## config.mk

```make
export PLATFORM = sky130hd
export DESIGN_NAME = bmdma_regfile
export DESIGN_NICKNAME = d
export VERILOG_FILES = /design/src/rtl/bmdma_pkg.sv /design/src/rtl/bmdma_decode.sv /design/src/rtl/bmdma_chan.sv /design/src/rtl/bmdma_regfile.sv
export SDC_FILE = /design/constraint.sdc
export NUM_CORES = 1
export LEC_CHECK = 0
export ABC_AREA = 1
export BUFFER_PORTS_ARGS = -buffer_cell sky130_fd_sc_hd__buf_2
export CAP_MARGIN = 15
export CORE_MARGIN = 2
export CORE_UTILIZATION = 40
export DETAILED_ROUTE_END_ITERATION = 10
export SLEW_MARGIN = 15
export SYNTH_ARGS = -nofsm -noshare
export SYNTH_HDL_FRONTEND = slang
export SYNTH_HIERARCHICAL = 1
export SYNTH_SLANG_ARGS = --single-unit
```

## constraint.sdc

```tcl
create_clock -name clk -period 1.8 [get_ports clk]
set_input_delay 0.09 -clock clk [delete_from_list [all_inputs] [get_ports clk]]
set_output_delay 0.09 -clock clk [all_outputs]
set_load 0.1 [all_outputs]
```

## src/rtl/bmdma_pkg.sv

```systemverilog
package bmdma_pkg;

   localparam int unsigned SLOT_BYTES = 8;

   typedef enum logic [1:0] {
      SZ_BYTE  = 2'b00,
      SZ_HALF  = 2'b01,
      SZ_WORD  = 2'b10,
      SZ_WORD3 = 2'b11
   } acc_size_e;

   // byte-lane mask of an access starting at lane 0
   function automatic logic [3:0] size_lanes(input logic [1:0] sz);
      case (sz)
         SZ_BYTE: size_lanes = 4'b0001;
         SZ_HALF: size_lanes = 4'b0011;
         default: size_lanes = 4'b1111;
      endcase
   endfunction

   // all-ones pattern covering the access width
   function automatic logic [31:0] size_mask(input logic [1:0] sz);
      size_mask = {{16{sz[1]}}, {8{sz[1] | sz[0]}}, 8'hFF};
   endfunction

endpackage

```

## src/rtl/bmdma_decode.sv

```systemverilog
module bmdma_decode
   import bmdma_pkg::*;
#(
   parameter int unsigned NUM_CH = 2,
   parameter int unsigned DATA_W = 32,
   parameter int unsigned AW     = 4
) (
   input  logic                       wr_en,
   input  logic [AW-1:0]              addr,
   input  logic [1:0]                 size,
   input  logic [DATA_W-1:0]          wdata,
   output logic [NUM_CH-1:0]          cmd_we,
   output logic [NUM_CH-1:0]          sts_we,
   output logic [NUM_CH*(DATA_W/8)-1:0] ptr_be,
   output logic [DATA_W-1:0]          ptr_wd,
   output logic [7:0]                 wbyte
);
   localparam int unsigned LANES = DATA_W / 8;
   localparam int unsigned CHW   = AW - 3;

   logic [CHW-1:0] ch;
   logic           in_ptr;
   logic [1:0]     off;
   logic           is_byte;
   logic [6:0]     span;

   assign ch      = addr[AW-1:3];
   assign in_ptr  = addr[2];
   assign off     = addr[1:0];
   assign is_byte = (size == SZ_BYTE);
   assign span    = {3'b000, size_lanes(size)} << off;
   assign ptr_wd  = wdata << {off, 3'b000};
   assign wbyte   = wdata[7:0];

   for (genvar g = 0; g < NUM_CH; g++) begin : g_ch
      logic hit;
      assign hit = wr_en && (ch == CHW'(g));
      assign cmd_we[g] = hit && !in_ptr && is_byte && (off == 2'd0);
      assign sts_we[g] = hit && !in_ptr && is_byte && (off == 2'd2);
      assign ptr_be[g*LANES +: LANES] = (hit && in_ptr) ? span[LANES-1:0] : '0;
   end

endmodule

```

## src/rtl/bmdma_chan.sv

```systemverilog
module bmdma_chan
   import bmdma_pkg::*;
#(
   parameter int unsigned DATA_W    = 32,
   parameter bit          ALIGN_PTR = 1'b1
) (
   input  logic                  clk,
   input  logic                  rst_n,
   input  logic                  cmd_we,
   input  logic                  sts_we,
   input  logic [7:0]            wbyte,
   input  logic [DATA_W/8-1:0]   ptr_be,
   input  logic [DATA_W-1:0]     ptr_wd,
   input  logic                  ev_done,
   input  logic                  ev_err,
   input  logic                  ev_irq,
   output logic [7:0]            cmd_q,
   output logic [7:0]            sts_q,
   output logic [DATA_W-1:0]     ptr_q,
   output logic                  start_o,
   output logic                  dir_o
);
   localparam int unsigned LANES    = DATA_W / 8;
   localparam int unsigned START_B  = 0;
   localparam int unsigned DIR_B    = 3;
   localparam int unsigned ACT_B    = 0;
   localparam int unsigned ERR_B    = 1;
   localparam int unsigned IRQ_B    = 2;
   localparam logic [7:0]  CMD_KEEP = 8'h09;
   localparam logic [7:0]  STS_RW   = 8'h60;
   localparam logic [7:0]  STS_W1C  = 8'h06;
   localparam logic [7:0]  STS_RO   = 8'h01;
   localparam logic [7:0]  STS_ZERO = ~(STS_RW | STS_W1C | STS_RO);

   logic              go;
   logic [7:0]        sts_d;
   logic [DATA_W-1:0] ptr_merged;
   logic [DATA_W-1:0] ptr_d;

   assign go = cmd_we && wbyte[START_B] && !cmd_q[START_B];

   always_comb begin
      sts_d = sts_q;
      if (sts_we)
         sts_d = (wbyte & STS_RW) | (sts_q & STS_RO) | (sts_q & ~wbyte & STS_W1C);
      if (ev_done) sts_d[ACT_B] = 1'b0;
      if (go)      sts_d[ACT_B] = 1'b1;
      if (ev_err)  sts_d[ERR_B] = 1'b1;
      if (ev_irq)  sts_d[IRQ_B] = 1'b1;
   end

   always_comb begin
      ptr_merged = ptr_q;
      for (int j = 0; j < LANES; j++)
         if (ptr_be[j]) ptr_merged[8*j +: 8] = ptr_wd[8*j +: 8];
   end

   if (ALIGN_PTR) begin : g_align
      assign ptr_d = {ptr_merged[DATA_W-1:2], 2'b00};
   end else begin : g_raw
      assign ptr_d = ptr_merged;
   end

   always_ff @(posedge clk) begin
      if (!rst_n) begin
         cmd_q   <= '0;
         sts_q   <= '0;
         ptr_q   <= '0;
         start_o <= 1'b0;
      end else begin
         if (cmd_we) cmd_q <= wbyte & CMD_KEEP;
         sts_q   <= sts_d;
         ptr_q   <= ptr_d;
         start_o <= go;
      end
   end

   assign dir_o = cmd_q[DIR_B];


   start_sets_active_chk: assert property (@(posedge clk) disable iff (!rst_n)
      go |=> (sts_q[ACT_B] && start_o && cmd_q[START_B]));


   start_is_pulse_chk: assert property (@(posedge clk) disable iff (!rst_n)
      start_o |=> !start_o);


   done_clears_active_chk: assert property (@(posedge clk) disable iff (!rst_n)
      (ev_done && !go) |=> !sts_q[ACT_B]);


   err_set_wins_chk: assert property (@(posedge clk) disable iff (!rst_n)
      ev_err |=> sts_q[ERR_B]);


   irq_set_wins_chk: assert property (@(posedge clk) disable iff (!rst_n)
      ev_irq |=> sts_q[IRQ_B]);


   active_not_writable_chk: assert property (@(posedge clk) disable iff (!rst_n)
      (sts_we && !go && !ev_done) |=> $stable(sts_q[ACT_B]));


   reserved_zero_chk: assert property (@(posedge clk) disable iff (!rst_n)
      (sts_q & STS_ZERO) == 8'h00);


   if (ALIGN_PTR) begin : g_align_chk
      ptr_aligned_chk: assert property (@(posedge clk) disable iff (!rst_n)
         ptr_q[1:0] == 2'b00);
   end

endmodule

```

## src/rtl/bmdma_regfile.sv

```systemverilog
module bmdma_regfile
   import bmdma_pkg::*;
#(
   parameter int unsigned NUM_CH    = 2,
   parameter int unsigned DATA_W    = 32,
   parameter bit          ALIGN_PTR = 1'b1,
   localparam int unsigned AW       = $clog2(NUM_CH * SLOT_BYTES),
   localparam int unsigned LANES    = DATA_W / 8
) (
   input  logic                     clk,
   input  logic                     rst_n,
   input  logic                     wr_en,
   input  logic                     rd_en,
   input  logic [AW-1:0]            addr,
   input  logic [1:0]               size,
   input  logic [DATA_W-1:0]        wdata,
   output logic [DATA_W-1:0]        rdata,
   output logic                     rd_valid,
   input  logic [NUM_CH-1:0]        ev_done,
   input  logic [NUM_CH-1:0]        ev_err,
   input  logic [NUM_CH-1:0]        ev_irq,
   output logic [NUM_CH-1:0]        dma_start,
   output logic [NUM_CH-1:0]        dma_dir,
   output logic [NUM_CH*DATA_W-1:0] dma_table
);
   localparam int unsigned CHW = AW - 3;

   if (NUM_CH < 2 || (NUM_CH & (NUM_CH - 1)) != 0) begin : g_bad_ch
      $error("NUM_CH must be a power of two of at least 2");
   end
   if (DATA_W != 32) begin : g_bad_w
      $error("DATA_W must be 32");
   end

   logic [NUM_CH-1:0]       cmd_we;
   logic [NUM_CH-1:0]       sts_we;
   logic [NUM_CH*LANES-1:0] ptr_be;
   logic [DATA_W-1:0]       ptr_wd;
   logic [7:0]              wbyte;
   logic [7:0]              cmd_q [NUM_CH];
   logic [7:0]              sts_q [NUM_CH];
   logic [DATA_W-1:0]       ptr_q [NUM_CH];

   bmdma_decode #(.NUM_CH(NUM_CH), .DATA_W(DATA_W), .AW(AW)) u_dec (
      .wr_en  (wr_en),
      .addr   (addr),
      .size   (size),
      .wdata  (wdata),
      .cmd_we (cmd_we),
      .sts_we (sts_we),
      .ptr_be (ptr_be),
      .ptr_wd (ptr_wd),
      .wbyte  (wbyte)
   );

   for (genvar g = 0; g < NUM_CH; g++) begin : g_chan
      bmdma_chan #(.DATA_W(DATA_W), .ALIGN_PTR(ALIGN_PTR)) u_chan (
         .clk     (clk),
         .rst_n   (rst_n),
         .cmd_we  (cmd_we[g]),
         .sts_we  (sts_we[g]),
         .wbyte   (wbyte),
         .ptr_be  (ptr_be[g*LANES +: LANES]),
         .ptr_wd  (ptr_wd),
         .ev_done (ev_done[g]),
         .ev_err  (ev_err[g]),
         .ev_irq  (ev_irq[g]),
         .cmd_q   (cmd_q[g]),
         .sts_q   (sts_q[g]),
         .ptr_q   (ptr_q[g]),
         .start_o (dma_start[g]),
         .dir_o   (dma_dir[g])
      );
      assign dma_table[g*DATA_W +: DATA_W] = ptr_q[g];
   end

   // read path
   logic [CHW-1:0]    rch;
   logic [1:0]        roff;
   logic [DATA_W-1:0] wmask;
   logic [DATA_W-1:0] rd_next;

   assign rch   = addr[AW-1:3];
   assign roff  = addr[1:0];
   assign wmask = size_mask(size);

   always_comb begin
      if (addr[2]) begin
         rd_next = (ptr_q[rch] >> {roff, 3'b000}) & wmask;
      end else if (size != SZ_BYTE) begin
         rd_next = wmask;
      end else begin
         case (roff)
            2'd0:    rd_next = {{(DATA_W-8){1'b0}}, cmd_q[rch]};
            2'd2:    rd_next = {{(DATA_W-8){1'b0}}, sts_q[rch]};
            default: rd_next = {{(DATA_W-8){1'b0}}, 8'hFF};
         endcase
      end
   end

   always_ff @(posedge clk) begin
      if (!rst_n) begin
         rdata    <= '0;
         rd_valid <= 1'b0;
      end else begin
         rd_valid <= rd_en;
         if (rd_en) rdata <= rd_next;
      end
   end


   rd_latency_chk: assert property (@(posedge clk) disable iff (!rst_n)
      rd_en |=> rd_valid);


   wide_ctl_read_chk: assert property (@(posedge clk) disable iff (!rst_n)
      (rd_en && !addr[2] && size[1]) |=> (rdata == '1));


   wide_ctl_write_chk: assert property (@(posedge clk) disable iff (!rst_n)
      (wr_en && !addr[2] && size != SZ_BYTE) |-> (cmd_we == '0 && sts_we == '0));


   one_channel_write_chk: assert property (@(posedge clk) disable iff (!rst_n)
      $onehot0(cmd_we | sts_we));

endmodule

```

==> flow_summary_export.csv, run 1 <==
group,metric,value,unit
route,num_vias,6396,
timing,slew-limit-headroom,0.629,
floorplan,core,15000,µm²
clock_tree,cts_buffer_depth,2,
floorplan,dieArea,16300,µm²
worst_setup_path,cpLargestDelayFamily,"buffers and inverters",
route,drc,0,
placement,placedCellCount,1279,
clock_tree,post_cts_buffers,0,
timing,setup_viol,0,
finish,final_nets,1154,
synth,ys.warnings.count,6,
placement,gp_congestion,0.884,
power_and_ir_drop,leakage,3.77,nW
timing,whs,11.6,ps
clock_tree,cts_max_level,3,
worst_setup_path,cp_num_buf_inv,1,
job,max_cap_violations,0,
route,final_antenna_net_count,0,
floorplan,initial_core_util,0.406,
timing,tightestPinTransition,557,ps
synth,avgSynthCellArea,6.26,µm²
floorplan,chipWidth,128,µm
timing,timing.final.crit_share,0.745,
worst_setup_path,critPathMaxStageDelay,470,ps
clock_tree,clock_sink_count,109,
outcome,outcome,"finished, final reports clean",
clock_tree,cts-root-buf,"clkbuf_16",
timing,period_needed,1340,ps
worst_setup_path,slowest_stage,"buf_2",
route,first_pass_iters,5,
worst_setup_path,arrival,1250,ps
worst_setup_path,end_kind,"output port",
power_and_ir_drop,vdd_ir_drop_max,0.000486,V
floorplan,num_rows,45,
finish,drive_above_1_share,0.188,
power_and_ir_drop,power.density,874,nW/µm²
timing,grt_setup_unrepaired,"false",
global_routing,first_global_vias,5926,
worst_setup_path,cp_cell_sequence,"buf_2",
placement,numPortBuffers,144,
placement,dpl.hpwl,15.6,mm
global_routing,grt_pass1_wl,32.1,mm
clock_tree,cts_tree,"yes",
worst_setup_path,worst_setup_path_start_kind,"register",
worst_setup_path,crit_fanout,3,
global_routing,grt-ovfl-total,0,
route,wire_per_inst,15.5,µm
synth,synthesis.area,6110,µm²
synth,netlist_instances,976,
worst_setup_path,crit_required,1710,ps
clock_tree,cts_buffers,9,
power_and_ir_drop,power.total,6.19,mW
clock_tree,clock_latency,360,ps
finish,antenna_cells,0,
timing,tns,0,ps
finish,fin_cells,1298,
timing,drv_slew,0,
global_routing,grt_max_degree,50,
global_routing,track_usage,0.253,
timing,max_freq,0.745,GHz
route,first_iter_violations,556,
timing,hold_violations,0,
route,wl,20.1,mm
min_path,hold_class,"primary input to register",
global_routing,antenna_found_initial,0,
floorplan,ios,149,
timing,fin_skew,4.43,ps
route,vias_per_cell,4.93,
worst_setup_path,path_class,"register to output port",
clock_tree,clk_pin_slew,70,ps
floorplan,die_h,128,µm
finish,syn_to_final_growth,16.0,%
## path summary, 6_finish.rpt
path,from,to,slack [ps],cells after the start
setup / recovery,g_chan[0].u_chan/ptr_q[25],dma_table[25],460,1
hold / removal,ev_done[1],g_chan[1].u_chan/sts_q[0],10,3
setup reg to reg,g_chan[1].u_chan/ptr_q[27],rdata[3],630,6
hold reg to reg,rdata[10],rdata[10],470,2
## metal layers
metal / GRT usage / up-vias / part of all wire
met5: 0 / - / 0
met4: 0.0957 / 0 / 0.029
met3: 0.0427 / 28 / 0.055
met2: 0.387 / 212 / 0.44
met1: 0.358 / 2862 / 0.48
li1: - / 3294 / -
## layout make-up
| cell class | count | area, µm² |
|---|---|---|
| repair buffers | 170 | 926 |
| clock buffers | 10 | 229 |
| clock inverters | 5 | 61.3 |
| inverters | 68 | 263 |
| fillers | 1664 | 7950 |
| multi-input cells | 748 | 3190 |
| well taps | 188 | 235 |
| flip-flops and latches | 109 | 2180 |
## registers in the layout (all words and copies together), names as in the netlist
register / count
g_chan.u_chan/cmd_q: 4
g_chan.u_chan/ptr_q: 60
g_chan.u_chan/start_o: 2
g_chan.u_chan/sts_q: 10
rd_valid: 1
rdata: 32
## worst register-to-register path, stage by stage (launching register included)
cell     delay [ps]
dfxtp_1         400
nand2_1         100
nand3_1         130
nand3_1         140
nand2_1         110
nand2_1          90
a21oi_1         130
## placed cells by master (no fill, tap or decap), types with 22 or more instances in the layout
| cell type | count |
|---|---|
| conb_1 | 22 |
| o21ai_1 | 64 |
| a21oi_1 | 52 |
| inv_1 | 54 |
| dfxtp_1 | 109 |
| nand2_1 | 317 |
| nand3_1 | 72 |
| buf_4 | 22 |
| nor2_1 | 176 |
| buf_2 | 144 |
## where the power goes
part           total [mW]  switching (mW)  internal, mW
sequential           2.59          0.0779          2.51
combinational        1.61            1.30         0.309
clock                1.98           0.905          1.08
total                6.19            2.29          3.90
## what timing repair did
item | 4_1_cts | 5_1_grt
hold buffers | 4 | 0
endpoints found under the hold margin | 4 | 0
resized for setup | 0 | 0
## per-stage QoR
stage	setup slack, ps	instance area [µm²]	utilization
2_1_floorplan	145	6180	-
3_3_place_gp	293	6750	0.449
3_5_place_dp	288	6750	0.449
4_1_cts	462	7080	0.471
5_1_grt	450	7080	0.471
6_report	458	7080	0.471
Note: power is estimated with default switching activity, not from simulation.
==> inputs of run 2 (changes only) <==
- ABC_AREA: 1 -> 0
- clock period: 1.8 -> 1.27 ns (I/O delays scaled with it)
==> flow_summary_export.csv, run 2 <==
group,metric,value,unit
outcome,outcome,"finished, violations left",
outcome,failed_checks,"setup timing",
clock_tree,cts_buffer_depth,2,
placement,gp_congestion,0.843,
finish,largestRegisters,"g_chan.u_chan/ptr_q x60, rdata x32, g_chan.u_chan/sts_q x10",
finish,final_nets,883,
clock_tree,clock_sink_count,109,
timing,timing.final.crit_share,1.11,
worst_setup_path,cpLargestDelayFamily,"compound AO/OA/AOI/OAI gates",
global_routing,antenna_found_initial,0,
finish,drive_above_1_share,0.519,
power_and_ir_drop,leakage,3.75,nW
job,max_cap_violations,0,
timing,drv_slew,0,
worst_setup_path,slowest_stage,"mux4_2",
finish,layout_common_cells,"buf_4, mux2i_1, buf_2",
finish,fillers,1298,
route,first_pass_iters,4,
floorplan,ios,149,
floorplan,chipWidth,128,µm
synth,ys.warnings.count,6,
global_routing,first_global_vias,5498,
placement,placedCellCount,996,
placement,place_worst_setup_slack,-310,ps
finish,regMostFlops,"g_chan.u_chan/ptr_q",
route,vias_per_cell,5.34,
timing,hold_violations,0,
global_routing,grt-ovfl-total,0,
placement,placed_cell_area,8020,µm²
timing,fin_skew,10.1,ps
worst_setup_path,arrival,1670,ps
global_routing,grt_pass1_wl,30.8,mm
worst_setup_path,worst_setup_path_start_kind,"register",
global_routing,grt_max_degree,48,
placement,dpl.hpwl,15.4,mm
route,wl,20.1,mm
synth,netlist_instances,590,
global_routing,track_usage,0.248,
power_and_ir_drop,power.total,8.49,mW
finish,fin_area,8780,µm²
min_path,hold_class,"primary input to register",
placement,numPortBuffers,144,
floorplan,num_rows,45,
timing,grt_setup_unrepaired,"true",
worst_setup_path,end_kind,"register",
synth,avgSynthCellArea,10.5,µm²
route,final_antenna_net_count,0,
route,num_vias,5487,
clock_tree,cts_buffers,9,
worst_setup_path,path_class,"register to register",
timing,slew-limit-headroom,0.471,
worst_setup_path,crit_required,1530,ps
finish,mostFrequentLayoutCell,"buf_4",
clock_tree,cts_max_level,3,
floorplan,core,15100,µm²
timing,tightestPinTransition,792,ps
synth,synthesis.area,6170,µm²
finish,fin_cells,1028,
worst_setup_path,cp_num_buf_inv,0,
timing,setup_viol,12,
clock_tree,cts-root-buf,"clkbuf_16",
clock_tree,clk_pin_slew,80,ps
power_and_ir_drop,power.density,967,nW/µm²
finish,antenna_cells,0,
floorplan,initial_core_util,0.407,
worst_setup_path,crit_fanout,4,
power_and_ir_drop,vdd_ir_drop_max,0.000804,V
timing,period_needed,1410,ps
finish,syn_to_final_growth,42.4,%
floorplan,dieArea,16400,µm²
clock_tree,clock_latency,370,ps
route,wire_per_inst,19.6,µm
floorplan,die_h,128,µm
finish,finalCoreUtilization,0.580,
route,first_iter_violations,339,
worst_setup_path,cp_cell_sequence,"mux4_2, a221o_1, a22o_1",
worst_setup_path,critPathMaxStageDelay,450,ps
clock_tree,cts_tree,"yes",
finish,largest_reg_flops,60,
timing,max_freq,0.707,GHz
route,drc,0,
timing,layout_setup_ws,-144,ps
run 2: path summary, 6_finish.rpt:
path,startpoint,end,slack (ps),cells after the start
setup / recovery,g_chan[0].u_chan/ptr_q[10],rdata[10],-140,3
hold / removal,wdata[0],g_chan[0].u_chan/start_o,30,3
setup reg to reg,g_chan[0].u_chan/ptr_q[10],rdata[10],-140,3
hold reg to reg,g_chan[0].u_chan/sts_q[0],g_chan[0].u_chan/sts_q[0],490,2
run 2: where the power goes:
group	internal (mW)	switching (mW)	total [mW]
registers	3.43	0.0789	3.51
clock network	1.47	1.36	2.84
logic	0.708	1.44	2.15
run 2: area by class of cell:
class	count	area (µm²)	share of cell area
Tap cell	188	235	0.0268
Inverter	7	26.3	0.00299
Multi-Input combinational cell	417	3650	0.416
Sequential cell	109	2420	0.275
Timing Repair Buffer	291	2160	0.246
Clock inverter	5	41.3	0.00470
Clock buffer	11	254	0.0289
run 2: metal layers:
layer / GRT usage / vias to the layer above / routed length [µm]
met2: 0.391 / 199 / 9190
met1: 0.345 / 2689 / 9290
met3: 0.0505 / 18 / 1360
met5: 0 / - / 0
met4: 0.0743 / 0 / 286
li1: - / 2581 / -
run 2: worst min-delay path: stages:
cell     delay (ps)
buf_2           130
nand2_1         100
nor2_1           50
run 2: metrics by stage:
stage	setup TNS (ps)	hold WS (ps)
finish	-1010	30.7
global route	-1440	56.9
CTS	-926	22.2
detailed placement	-20810	331
global placement	-18320	326
floorplan	-1970	210
run 2: what timing repair did:
action | in CTS | in global routing
buffers inserted | 2 | 6
setup endpoints to repair | 73 | 36
hold buffers | 8 | 0
pin swaps | 7 | 6
hold endpoints to repair | 6 | 0
resized for setup | 70 | 32
